`src/rtl/wbarb_pkg.sv`:
```
package wbarb_pkg;
  // Issue class encoding; code 3 is decoded as integer.
  typedef enum logic [1:0] {
    CLS_INT  = 2'd0,
    CLS_LOAD = 2'd1,
    CLS_MAC  = 2'd2,
    CLS_RSVD = 2'd3
  } cls_e;
endpackage

```
`src/rtl/wbarb_pipe.sv`:
```
// Delay line of valid/register/tag; stage 1 may be killed on its way on.
module wbarb_pipe #(
  parameter int DEPTH = 2,
  parameter int AW    = 5,
  parameter int TW    = 8
) (
  input  logic          clk,
  input  logic          rst_n,
  input  logic          in_vld,
  input  logic          in_we,
  input  logic [AW-1:0] in_rd,
  input  logic [TW-1:0] in_tag,
  input  logic          kill_s1,
  output logic          out_vld,
  output logic [AW-1:0] out_rd,
  output logic [TW-1:0] out_tag
);
  logic [DEPTH-1:0] vld_q, vld_n;
  logic [DEPTH-1:0] we_q;
  logic [AW-1:0]    rd_q  [DEPTH];
  logic [TW-1:0]    tag_q [DEPTH];

  always_comb begin
    vld_n[0] = in_vld;
    for (int k = 1; k < DEPTH; k++) begin
      vld_n[k] = vld_q[k-1] & ~((k == 1) & kill_s1);
    end
  end

  always_ff @(posedge clk or negedge rst_n) begin
    if (!rst_n) vld_q <= '0;
    else        vld_q <= vld_n;
  end

  // Payload registers load only when their stage becomes valid.
  always_ff @(posedge clk) begin
    if (vld_n[0]) begin
      we_q[0]  <= in_we;
      rd_q[0]  <= in_rd;
      tag_q[0] <= in_tag;
    end
    for (int k = 1; k < DEPTH; k++) begin
      if (vld_n[k]) begin
        we_q[k]  <= we_q[k-1];
        rd_q[k]  <= rd_q[k-1];
        tag_q[k] <= tag_q[k-1];
      end
    end
  end

  assign out_vld = vld_q[DEPTH-1] & we_q[DEPTH-1];
  assign out_rd  = rd_q[DEPTH-1];
  assign out_tag = tag_q[DEPTH-1];
endmodule

```
`src/rtl/wbarb_rsv.sv`:
```
// Shared-port reservation table and issue stall. Latencies must be >= 3.
module wbarb_rsv #(
  parameter int LD_LAT  = 3,
  parameter int MAC_LAT = 4
) (
  input  logic clk,
  input  logic rst_n,
  input  logic issue_valid,
  input  logic is_ld,
  input  logic is_mac,
  input  logic issue_we,
  input  logic ld_abort,
  output logic issue_stall,
  output logic accept,
  output logic ld_d1
);
  localparam int RW = (LD_LAT > MAC_LAT) ? LD_LAT : MAC_LAT;

  // rsv_q[i]: shared port already claimed i cycles from now
  logic [RW:2] rsv_q, rsv_n;
  logic        d1_q, d1_n;

  always_comb begin
    issue_stall = (d1_q & ld_abort)
                | (issue_valid & is_ld & rsv_q[LD_LAT])
                | (issue_valid & is_mac & issue_we & rsv_q[MAC_LAT]);
    accept      = issue_valid & ~issue_stall;
    rsv_n       = {1'b0, rsv_q[RW:3]};
    if (accept & is_ld)             rsv_n[LD_LAT-1]  = 1'b1;
    if (accept & is_mac & issue_we) rsv_n[MAC_LAT-1] = 1'b1;
    d1_n        = accept & is_ld;
  end

  always_ff @(posedge clk or negedge rst_n) begin
    if (!rst_n) begin
      rsv_q <= '0;
      d1_q  <= 1'b0;
    end else begin
      rsv_q <= rsv_n;
      d1_q  <= d1_n;
    end
  end

  assign ld_d1 = d1_q;
endmodule

```
`src/rtl/wbarb_shared.sv`:
```
// Shared write port mux with a one-entry hold for memory returns.
module wbarb_shared #(
  parameter int AW = 5,
  parameter int TW = 8
) (
  input  logic          clk,
  input  logic          rst_n,
  input  logic          ld_v,
  input  logic [AW-1:0] ld_rd,
  input  logic [TW-1:0] ld_tag,
  input  logic          mac_v,
  input  logic [AW-1:0] mac_rd,
  input  logic [TW-1:0] mac_tag,
  input  logic          mem_valid,
  input  logic [AW-1:0] mem_rd,
  input  logic [TW-1:0] mem_tag,
  output logic          mem_ready,
  output logic          ws_en,
  output logic [AW-1:0] ws_addr,
  output logic [TW-1:0] ws_data
);
  logic          hold_q, hold_n, hold_ld;
  logic [AW-1:0] hrd_q;
  logic [TW-1:0] htag_q;
  logic          pipe_v, mem_acc;

  always_comb begin
    pipe_v    = ld_v | mac_v;
    mem_ready = ~hold_q;
    mem_acc   = mem_valid & ~hold_q;
    ws_en     = pipe_v | hold_q | mem_acc;
    if (mac_v) begin
      ws_addr = mac_rd;
      ws_data = mac_tag;
    end else if (ld_v) begin
      ws_addr = ld_rd;
      ws_data = ld_tag;
    end else if (hold_q) begin
      ws_addr = hrd_q;
      ws_data = htag_q;
    end else begin
      ws_addr = mem_rd;
      ws_data = mem_tag;
    end
    hold_ld = mem_acc & pipe_v;
    hold_n  = hold_q ? pipe_v : hold_ld;
  end

  always_ff @(posedge clk or negedge rst_n) begin
    if (!rst_n) hold_q <= 1'b0;
    else        hold_q <= hold_n;
  end

  always_ff @(posedge clk) begin
    if (hold_ld) begin
      hrd_q  <= mem_rd;
      htag_q <= mem_tag;
    end
  end
endmodule

```
`src/rtl/wb_port_arbiter.sv`:
```
module wb_port_arbiter
  import wbarb_pkg::*;
#(
  parameter int AW      = 5,
  parameter int TW      = 8,
  parameter int ALU_LAT = 2,
  parameter int LD_LAT  = 3,
  parameter int MAC_LAT = 4
) (
  input  logic          clk,
  input  logic          rst_n,
  input  logic          issue_valid,
  input  logic [1:0]    issue_cls,
  input  logic [AW-1:0] issue_rd,
  input  logic          issue_we,
  input  logic [TW-1:0] issue_tag,
  output logic          issue_stall,
  input  logic          ld_hit,
  input  logic          ld_abort,
  input  logic          mem_valid,
  input  logic [AW-1:0] mem_rd,
  input  logic [TW-1:0] mem_tag,
  output logic          mem_ready,
  output logic          wa_en,
  output logic [AW-1:0] wa_addr,
  output logic [TW-1:0] wa_data,
  output logic          ws_en,
  output logic [AW-1:0] ws_addr,
  output logic [TW-1:0] ws_data
);
  cls_e          cls;
  logic          is_ld, is_mac, is_int, accept, ld_d1;
  logic          ld_v, mac_v;
  logic [AW-1:0] ld_rd, mac_rd;
  logic [TW-1:0] ld_tag, mac_tag;

  always_comb begin
    cls    = cls_e'(issue_cls);
    is_ld  = (cls == CLS_LOAD);
    is_mac = (cls == CLS_MAC);
    is_int = ~is_ld & ~is_mac;
  end

  wbarb_rsv #(.LD_LAT(LD_LAT), .MAC_LAT(MAC_LAT)) u_rsv (
    .clk(clk), .rst_n(rst_n), .issue_valid(issue_valid), .is_ld(is_ld),
    .is_mac(is_mac), .issue_we(issue_we), .ld_abort(ld_abort),
    .issue_stall(issue_stall), .accept(accept), .ld_d1(ld_d1)
  );

  wbarb_pipe #(.DEPTH(ALU_LAT), .AW(AW), .TW(TW)) u_alu (
    .clk(clk), .rst_n(rst_n), .in_vld(accept & is_int), .in_we(issue_we),
    .in_rd(issue_rd), .in_tag(issue_tag), .kill_s1(1'b0),
    .out_vld(wa_en), .out_rd(wa_addr), .out_tag(wa_data)
  );

  // Miss or abort in the first cache stage removes the load from the pipe.
  wbarb_pipe #(.DEPTH(LD_LAT), .AW(AW), .TW(TW)) u_ld (
    .clk(clk), .rst_n(rst_n), .in_vld(accept & is_ld), .in_we(1'b1),
    .in_rd(issue_rd), .in_tag(issue_tag),
    .kill_s1(ld_d1 & (ld_abort | ~ld_hit)),
    .out_vld(ld_v), .out_rd(ld_rd), .out_tag(ld_tag)
  );

  wbarb_pipe #(.DEPTH(MAC_LAT), .AW(AW), .TW(TW)) u_mac (
    .clk(clk), .rst_n(rst_n), .in_vld(accept & is_mac), .in_we(issue_we),
    .in_rd(issue_rd), .in_tag(issue_tag), .kill_s1(1'b0),
    .out_vld(mac_v), .out_rd(mac_rd), .out_tag(mac_tag)
  );

  wbarb_shared #(.AW(AW), .TW(TW)) u_shr (
    .clk(clk), .rst_n(rst_n),
    .ld_v(ld_v), .ld_rd(ld_rd), .ld_tag(ld_tag),
    .mac_v(mac_v), .mac_rd(mac_rd), .mac_tag(mac_tag),
    .mem_valid(mem_valid), .mem_rd(mem_rd), .mem_tag(mem_tag),
    .mem_ready(mem_ready), .ws_en(ws_en), .ws_addr(ws_addr), .ws_data(ws_data)
  );
endmodule

```
`config.mk`:
```
export PLATFORM = sky130hd
export DESIGN_NAME = wb_port_arbiter
export DESIGN_NICKNAME = d
export VERILOG_FILES = /design/src/rtl/wbarb_pkg.sv /design/src/rtl/wbarb_pipe.sv /design/src/rtl/wbarb_rsv.sv /design/src/rtl/wbarb_shared.sv /design/src/rtl/wb_port_arbiter.sv
export SDC_FILE = /design/constraint.sdc
export NUM_CORES = 1
export LEC_CHECK = 0
export BUFFER_PORTS_ARGS = -buffer_cell sky130_fd_sc_hd__buf_2
export CAP_MARGIN = 20
export CORE_MARGIN = 1.5
export CORE_UTILIZATION = 27
export DETAILED_ROUTE_END_ITERATION = 8
export PLACE_DENSITY = 0.48
export SYNTH_ARGS = -nofsm -noshare
export SYNTH_HDL_FRONTEND = slang
export SYNTH_HIERARCHICAL = 1
export SYNTH_SLANG_ARGS = --single-unit
```
`constraint.sdc`:
```
create_clock -name clk -period 2.9 [get_ports clk]
set_clock_uncertainty 0.2 [all_clocks]
set_input_delay 0.58 -clock clk [delete_from_list [all_inputs] [get_ports clk]]
set_output_delay 0.58 -clock clk [all_outputs]
set_load 0.01 [all_outputs]
```
==> results.toml <==
[status]
status = "finished, final reports clean"

[routing]
drt_iter0_markers = 120
viasPerCell = 3.63
wl_mm = 8.00
first_pass_iters = 4
routedWlPerCell_um = 13.4
drc = 0
vias = 2176
drtAntennaViolNets = 0

[cts]
cts_buffers = 17
clk-insertion-delay-late_ns = 0.41
cts_tree = "done"
clk_path_buf_depth = 2
path_clk_slew_ns = 0.06
post_cts_buffers = 0
cts.htree.levels = 4
cts.sink_count = 151
clockRootBuffer = "clkbuf_16"

[synth]
synthArstFlopShare_pct = 7.95
synth_mux_area_share_pct = 2.42
ys_ff_latch = 151
synthAdderAreaFrac_pct = 0.465
synth-xor-area-share_pct = 0
syn_inst = 265
synth_top_family_by_area = "simple AND/OR/NAND/NOR gates"
synth-compound-area-share_pct = 3.09
syn-cell-area_mm2 = 0.00538
ys_warn_count = 6
ys_types = 25
synth_edf_count = 139
synth-simple-area-share_pct = 5.60
synth_flop_cell = "edfxtp_1"
syn_avg_cell_area_um2 = 20.3
synth_seq_area_share_pct = 83.2

[die]
pin_count = 65
num_rows = 51
die_width_um = 144
core_mm2 = 0.0195
initial_core_util_pct = 27.6
die_y_um = 144
dieArea_mm2 = 0.0208

[critical_path]
r2r_end = "u_shr/htag_q[7]"
worstSetupPathType = "reg -> out"
rrSetupSlack_ns = 0.67
cp_max_fo = 20
crit_path_start_kind = "register"
cp.arrival_ns = 1.88
r2r-start = "u_ld/vld_q[2]"
critPathCaptureType = "primary output"
reg2regPathDepth = 3
cp_data_required_time_ns = 2.12

[finish]
nFillCells = 1925
drive_gt1_share_pct = 32.3
nets = 358
antenna_cells = 0
seqCellArea_mm2 = 0.00448
syn2layout_area_growth_pct = 18.9
fin_area_mm2 = 0.00640
finalNonFillerCells = 599
multi_input_area_um2 = 639

[global_routing]
grt_usage_pct = 8.22
grt_pass1_wl_mm = 12.4
gr-total-overflow = 0
grt_pass1_vias = 2290
grt_max_degree = 21
antenna_found_initial = 0

[timing]
rsz0062_at_grt = "no"
fin_tns_setup_ns = 0
finalCriticalPeriod_ns = 2.66
min_period_over_period_pct = 91.8
fmax_ghz = 0.376
finalSetupViolCount = 0
max_slew_margin_pct = 39.4
hold_viol = 0
final.setup.worst_slack_ns = 0.239
worstMarginPinSlew_ns = 0.905
slew_viol_final = 0

[power_and_ir_drop]
clockPowerShare_pct = 44.2
leakagePower_nw = 2.19
p_sw_mw = 0.930
power_frac_comb_pct = 3.3
swShare_pct = 19.8
power.internal_mw = 3.76
max-vdd-ir-drop_uv = 484
power_density_mw_per_mm2 = 733
power_mw = 4.69
p_seq_share_pct = 52.5

[placed_design]
placedInstanceArea_mm2 = 0.00583
dpl_worst_slack_ns = 0.485
dp.cells = 566
place_congestion = 0.679
dp_hpwl_mm = 5.70
io_buffers = 64

[worst_hold_path]
hp-start = "mem_rd[3]"
hold_depth = 1
whs_endpoint = "u_shr/hrd_q[3]"
hold_path.class = "in -> reg"

[flow_run]
drv_cap = 0
## critical path, cell delays in order (launching register included)
cell	delay, ns
edfxtp_1	0.37
and2_1	0.24
buf_4	0.23
nor2b_1	0.14
a211oi_1	0.29
buf_2	0.20
## metrics by stage
stage	hold slack, ns	utilization [%]
after floorplan	0.0844	-
after global placement	0.205	29.8
after detailed placement	0.205	29.8
after CTS	0.137	32.8
after global routing	0.141	32.8
final	0.156	32.8
## how the worst max path moves through the flow
stage | startpoint | endpoint | depth (start not counted)
floorplan | u_mac/vld_q[3] | u_shr/hrd_q[0] | 5
global placement | u_shr/hold_q | ws_addr[4] | 3
detailed placement | u_shr/hold_q | ws_data[7] | 3
CTS | u_shr/hold_q | ws_data[7] | 3
global route | u_mac/we_q[3] | ws_data[7] | 5
finish | u_mac/we_q[3] | ws_data[7] | 5
## state kept, by name, indices dropped and copies added (netlist names)
signal        count
u_alu/tag_q      16
u_alu/we_q        2
u_mac/vld_q       4
u_shr/htag_q      8
u_shr/hrd_q       5
u_mac/tag_q      32
u_alu/rd_q       10
u_ld/we_q         3
u_rsv/ld_d1       1
u_mac/we_q        4
u_ld/rd_q        15
u_ld/vld_q        3
u_alu/vld_q       2
u_ld/tag_q       24
u_shr/hold_q      1
u_mac/rd_q       20
u_rsv/rsv_q       1
## final cells by class
| type | instances | area share (%) |
|---|---|---|
| sequential | 151 | 69.9 |
| timing repair buffer | 69 | 5.83 |
| clock buffer | 18 | 6.71 |
| multi-input combinational | 77 | 9.99 |
| inverter | 5 | 0.293 |
| tap | 265 | 5.18 |
| clock inverter | 14 | 2.05 |
## power groups by stage
| stage | combinational (mW) | sequential, mW | clock (mW) |
|---|---|---|---|
| 2_1_floorplan | 0.0901 | 2.50 | 0 |
| 3_3_place_gp | 0.157 | 2.51 | 0 |
| 3_5_place_dp | 0.160 | 2.51 | 0 |
| 4_1_cts | 0.162 | 2.46 | 2.13 |
| 5_1_grt | 0.174 | 2.47 | 2.22 |
| 6_report | 0.155 | 2.46 | 2.07 |
## what timing repair did
action	in CTS	in global routing
gates resized for setup	0	1
endpoints found under the hold margin	12	0
setup endpoints to repair	0	2
hold buffers	1	0
## Yosys cell counts (2+ instances only)
library cell	count	area share, %
buf_2	3	0.28
nand2_1	2	0.14
conb_1	2	0.14
nor2_1	2	0.14
nor2b_4	3	0.77
buf_4	28	3.9
nor2b_1	12	1.4
dfrtp_1	12	5.6
inv_1	5	0.35
and2_1	6	0.70
ha_1	2	0.47
edfxtp_1	139	78
nor3b_1	14	2.0
mux2i_1	13	2.4
a211oi_2	7	1.6
a211oi_1	6	0.84
## logic make-up after synthesis
| group | Yosys count |
|---|---|
| AO/OA/AOI/OAI | 17 |
| adder cells (fa/ha/maj) | 2 |
| buffers and inverters | 38 |
| flip-flops | 151 |
| multiplexers | 13 |
| other | 2 |
| AND/OR/NAND/NOR | 42 |
## per-layer routing
metal / wire, um / track usage [%]
met4: 199 / 5.58
met2: 3720 / 12.4
met3: 388 / 2.52
met1: 3690 / 10.1
met5: 0 / 0
## layout by cell type (no fill, tap or decap), types with 2 or more instances in the layout
master     instances
clkinv_2           2
a211oi_1           6
edfxtp_1         139
ha_1               2
nand2_1            2
and2_1             6
clkbuf_16         17
nor2b_4            3
nor2_1             2
a211oi_2           7
clkinv_1           5
inv_1              5
nor2b_1           12
buf_2             64
bufinv_16          2
buf_4              3
mux2i_1           13
nor3b_1           13
conb_1             3
inv_6              3
dfrtp_1           11
No activity file was read; power rests on OpenSTA's default activity.
